`src/rtl/lec_pkg.sv`:
```
package lec_pkg;

   // Result of examining the two FIFO heads in one cycle
   typedef enum logic [1:0] {
      CMP_WAIT  = 2'd0,
      CMP_EQUAL = 2'd1,
      CMP_DIFF  = 2'd2,
      CMP_HALT  = 2'd3
   } cmp_result_e;

   function automatic bit is_pow2(input int unsigned v);
      return (v != 0) && ((v & (v - 1)) == 0);
   endfunction

endpackage

```
`src/rtl/lec_fifo.sv`:
```
module lec_fifo #(
   parameter int unsigned W     = 16,
   parameter int unsigned DEPTH = 4
) (
   input  logic         clk,
   input  logic         rst_n,
   input  logic         push,
   input  logic [W-1:0] din,
   input  logic         pop,
   output logic [W-1:0] dout,
   output logic         empty,
   output logic         full,
   output logic         overflow
);
   import lec_pkg::*;

   localparam int unsigned AW = (DEPTH > 1) ? $clog2(DEPTH) : 1;
   localparam int unsigned CW = $clog2(DEPTH + 1);
   localparam logic [CW-1:0] FULL_CNT = CW'(DEPTH);

   if (DEPTH < 1) begin : g_bad_depth
      $error("lec_fifo: DEPTH must be at least 1");
   end
   if (W < 1) begin : g_bad_width
      $error("lec_fifo: W must be at least 1");
   end

   logic [W-1:0]  mem [DEPTH];
   logic [AW-1:0] wr_ptr, rd_ptr, wr_nx, rd_nx;
   logic [CW-1:0] cnt;
   logic          do_push, do_pop;

   assign empty   = (cnt == '0);
   assign full    = (cnt == FULL_CNT);
   assign do_push = push && !full;
   assign do_pop  = pop && !empty;
   assign dout    = mem[rd_ptr];

   // Pointer advance: the variant depends on the depth
   if (DEPTH == 1) begin : g_single
      assign wr_nx = '0;
      assign rd_nx = '0;
   end else if (is_pow2(DEPTH)) begin : g_pow2
      assign wr_nx = wr_ptr + 1'b1;
      assign rd_nx = rd_ptr + 1'b1;
   end else begin : g_wrap
      assign wr_nx = (wr_ptr == AW'(DEPTH - 1)) ? '0 : wr_ptr + 1'b1;
      assign rd_nx = (rd_ptr == AW'(DEPTH - 1)) ? '0 : rd_ptr + 1'b1;
   end

   always_ff @(posedge clk) begin
      if (do_push) mem[wr_ptr] <= din;
   end

   always_ff @(posedge clk or negedge rst_n) begin
      if (!rst_n) begin
         wr_ptr   <= '0;
         rd_ptr   <= '0;
         cnt      <= '0;
         overflow <= 1'b0;
      end else begin
         if (do_push) wr_ptr <= wr_nx;
         if (do_pop)  rd_ptr <= rd_nx;
         case ({do_push, do_pop})
            2'b10:   cnt <= cnt + 1'b1;
            2'b01:   cnt <= cnt - 1'b1;
            default: cnt <= cnt;
         endcase
         if (push && full) overflow <= 1'b1;
      end
   end

endmodule

```
`config.mk`:
```
export PLATFORM = sky130hd
export DESIGN_NAME = lec_fifo
export DESIGN_NICKNAME = d
export VERILOG_FILES = /design/src/rtl/lec_pkg.sv /design/src/rtl/lec_fifo.sv
export SDC_FILE = /design/constraint.sdc
export NUM_CORES = 1
export LEC_CHECK = 0
export BUFFER_PORTS_ARGS = -buffer_cell sky130_fd_sc_hd__buf_2
export CAP_MARGIN = 20
export CORE_ASPECT_RATIO = 1.1
export CORE_MARGIN = 2
export CORE_UTILIZATION = 28
export DETAILED_ROUTE_END_ITERATION = 7
export PLACE_DENSITY = 0.45
export RECOVER_POWER = 50
export REMOVE_ABC_BUFFERS = 1
export SLEW_MARGIN = 0
export SYNTH_ARGS = -nofsm -noshare
export SYNTH_HDL_FRONTEND = slang
export SYNTH_SLANG_ARGS = --single-unit
```
`constraint.sdc`:
```
create_clock -name clk -period 5.4 [get_ports clk]
set_input_delay 0.27 -clock clk [delete_from_list [all_inputs] [get_ports clk]]
set_output_delay 0.27 -clock clk [all_outputs]
set_load 0.1 [all_outputs]
```
==> results.cfg <==
[logic_synthesis]
synth-compound-area-share = 0.00576
synth_cell_type_count = 22
yosys.area_share.xor_xnor = 0.0186
synth_edf_count = 64
post_synth_most_frequent_cells = 64 x sky130_fd_sc_hd__edfxtp_1, 8 x sky130_fd_sc_hd__dfrtp_1, 8 x sky130_fd_sc_hd__mux4_1, 8 x sky130_fd_sc_hd__mux4_2, 6 x sky130_fd_sc_hd__inv_1
synth_largest_type_area_fraction = 0.681
synth-simple-area-share = 0.0248
syn-cell-area_um2 = 2820
synthArstFlopShare = 0.111
synth.yosys.seq_area_share = 0.752
synthFlopType = sky130_fd_sc_hd__edfxtp_1
synth.area.top_cells = sky130_fd_sc_hd__edfxtp_1 68%, sky130_fd_sc_hd__mux4_1 7.4%, sky130_fd_sc_hd__dfrtp_1 7.1%
synthesized_netlist_cell_count = 123
synthDominantAreaCellType = sky130_fd_sc_hd__edfxtp_1
yosysMostFrequentCell = sky130_fd_sc_hd__edfxtp_1
synth.mux.area_fraction = 0.147
synth.ff_latch_count = 72
yosys_warnings = 0
combinational_family_with_the_most_area_after_synthesis = multiplexers
avgSynthCellArea_um2 = 22.9
synthAdderAreaFrac = 0.0293

[sta]
setup-violations-final = 0
fin_worst_skew_ns = 0.00470
timing.fmax_mhz = 418
maxSlewViolCount = 0
final.min_clock_period_ns = 2.39
setup-tns-final_ns = 0
maxSlewHeadroom = 0.224
post_route_clock_period_utilization = 0.444
worstMarginPinSlew_ns = 1.17
setup_repair_after_global_routing_missed_its_margin = no
hold_viol = 0

[clocking]
h-tree-depth = 3
cts_tree = built
numClockSinks = 72
clk_transition_reported_paths_ns = 0.08
max_root_sink_buffers = 2
postCtsSetupRepairBufs = 0
cts.repair.resized = 0
cts_inserted_buffers = 9
clk_root_buffer_cell = sky130_fd_sc_hd__clkbuf_8
clock_latency_ns = 0.34

[setup_path]
critical_path_peak_fanout = 11
regToRegEndpoint = mem[3][12]$_DFFE_PP_
worstPathRequired_ns = 5.13
critical_path_arrival_ns = 2.12
cp-start-kind = flop
worstReg2RegStart = cnt[2]$_DFFE_PN0P_
r2r_cells = 3
regToRegSetupSlack_ns = 3.19
timing_worst_setup_path_type = flop to primary output
critPathCaptureType = primary output

[drt]
route.detailed.drc = 0
routed_wl_mm = 4.99
route.detailed.wl_per_inst_um = 16.9
antenna_violating_nets_post_route = 0
first_pass_iters = 4
avgViaCountPerCell = 4.43
detailroute.via_count = 1307
number_of_drc_markers_after_the_initial_detailed_route_iteration = 37

[final_layout]
antenna-diode-count = 0
layout-area-overhead-vs-synth_pct = 16.0
drive_gt1_frac = 0.234
layout.area.seq_um2 = 2120
area_of_combinational_cells_with_multiple_inputs_um2 = 614
nNetsFinal = 196
final.fill_count = 959

[global_routing]
wire_length_of_the_first_global_routing_pass_mm = 7.84
grt_pass1_vias = 1449
grt_start_max_net_pins = 19
grt.total_usage = 0.100
grt_antenna_before_repair = 0
globalRouteOverflowTotal = 0

[floorplanning]
initial_core_util = 0.287
die_x_um = 99.7
fp.dieH_um = 109
dieArea_um2 = 10900
rows = 38
boundaryPins = 39
fp.coreArea_um2 = 9840

[min_path]
hold-path-endpoint = overflow$_DFFE_PN0P_
hp-start = push
min-delay-path-class = input port to flop
hold-path-cell-count = 2

[placed_design]
globalplace.congestion = 0.666
port_buffers = 38
hpwl_mm = 3.13

[outcome]
outcome = finished clean

[run]
maxcap_viol_count = 0
-- kinds of logic after synthesis --
family / after synthesis
AO/OA/AOI/OAI: 2
XOR/XNOR: 6
adder cells (fa/ha/maj): 6
buffers and inverters: 10
flip-flops: 72
multiplexers: 18
AND/OR/NAND/NOR: 9
-- state kept, by name, summed over array words and instances, names as in the netlist --
register,cells
rd_ptr,2
mem,64
wr_ptr,2
overflow,1
cnt,3
-- timing repair --
item,in CTS,in global routing
hold buffers,1,0
hold endpoints to repair,8,0
endpoints found under the setup margin,0,0
-- cell usage in the layout, fill, tap and decap left out, types with 4 or more instances in the layout --
| cell type | instances |
|---|---|
| sky130_fd_sc_hd__mux4_2 | 8 |
| sky130_fd_sc_hd__clkbuf_8 | 9 |
| sky130_fd_sc_hd__inv_1 | 6 |
| sky130_fd_sc_hd__buf_2 | 18 |
| sky130_fd_sc_hd__dfrtp_1 | 8 |
| sky130_fd_sc_hd__clkbuf_1 | 20 |
| sky130_fd_sc_hd__and2_1 | 4 |
| sky130_fd_sc_hd__mux4_1 | 8 |
| sky130_fd_sc_hd__ha_1 | 5 |
| sky130_fd_sc_hd__edfxtp_1 | 64 |
-- layout make-up --
type / instances / area share
flip-flops and latches: 72 / 0.648
multi-input cells: 41 / 0.188
repair buffers: 40 / 0.0619
well taps: 120 / 0.0459
clock buffers: 9 / 0.0378
clock inverters: 7 / 0.0118
inverters: 6 / 0.00688
-- worst max path at each step --
stage | startpoint | to | slack, ns | cells after the start
floorplan | cnt[0]$_DFFE_PN0P_ | empty | 2.60 | 1
global placement | rd_ptr[0]$_DFFE_PN0P_ | dout[11] | 3.07 | 2
detailed placement | rd_ptr[0]$_DFFE_PN0P_ | dout[13] | 3.03 | 2
CTS | rd_ptr[0]$_DFFE_PN0P_ | dout[13] | 2.64 | 2
global route | rd_ptr[0]$_DFFE_PN0P_ | dout[13] | 2.91 | 3
finish | rd_ptr[0]$_DFFE_PN0P_ | dout[13] | 3.01 | 3
-- metrics by stage --
stage / area [µm²] / hold WS, ns / worst slack, ns / instances / util
after CTS: 3290 / 0.126 / 2.64 / 294 / 0.335
after global routing: 3270 / 0.137 / 2.91 / 295 / 0.333
after detailed placement: 3120 / 0.130 / 3.03 / 277 / 0.317
after floorplan: 2780 / -0.0256 / 2.60 / 119 / -
final: 3270 / 0.140 / 3.01 / 295 / 0.333
after global placement: 3120 / 0.118 / 3.07 / 277 / 0.317
-- metal layers --
layer  share of wire  GRT usage  up-vias
li1                -          -      591
met1            0.42      0.109      670
met2            0.51      0.176       35
met3           0.047     0.0292       11
met4           0.024     0.0558        0
met5               0          0        -
-- critical path: stages (launching register included) --
cell	delay, ns
sky130_fd_sc_hd__dfrtp_1	0.66
sky130_fd_sc_hd__buf_16	0.22
sky130_fd_sc_hd__mux4_1	0.58
sky130_fd_sc_hd__buf_2	0.32
Power is left out: the tool's default activity adds up to more than one toggle a clock period on the data nets, which glitch-free logic cannot reach.
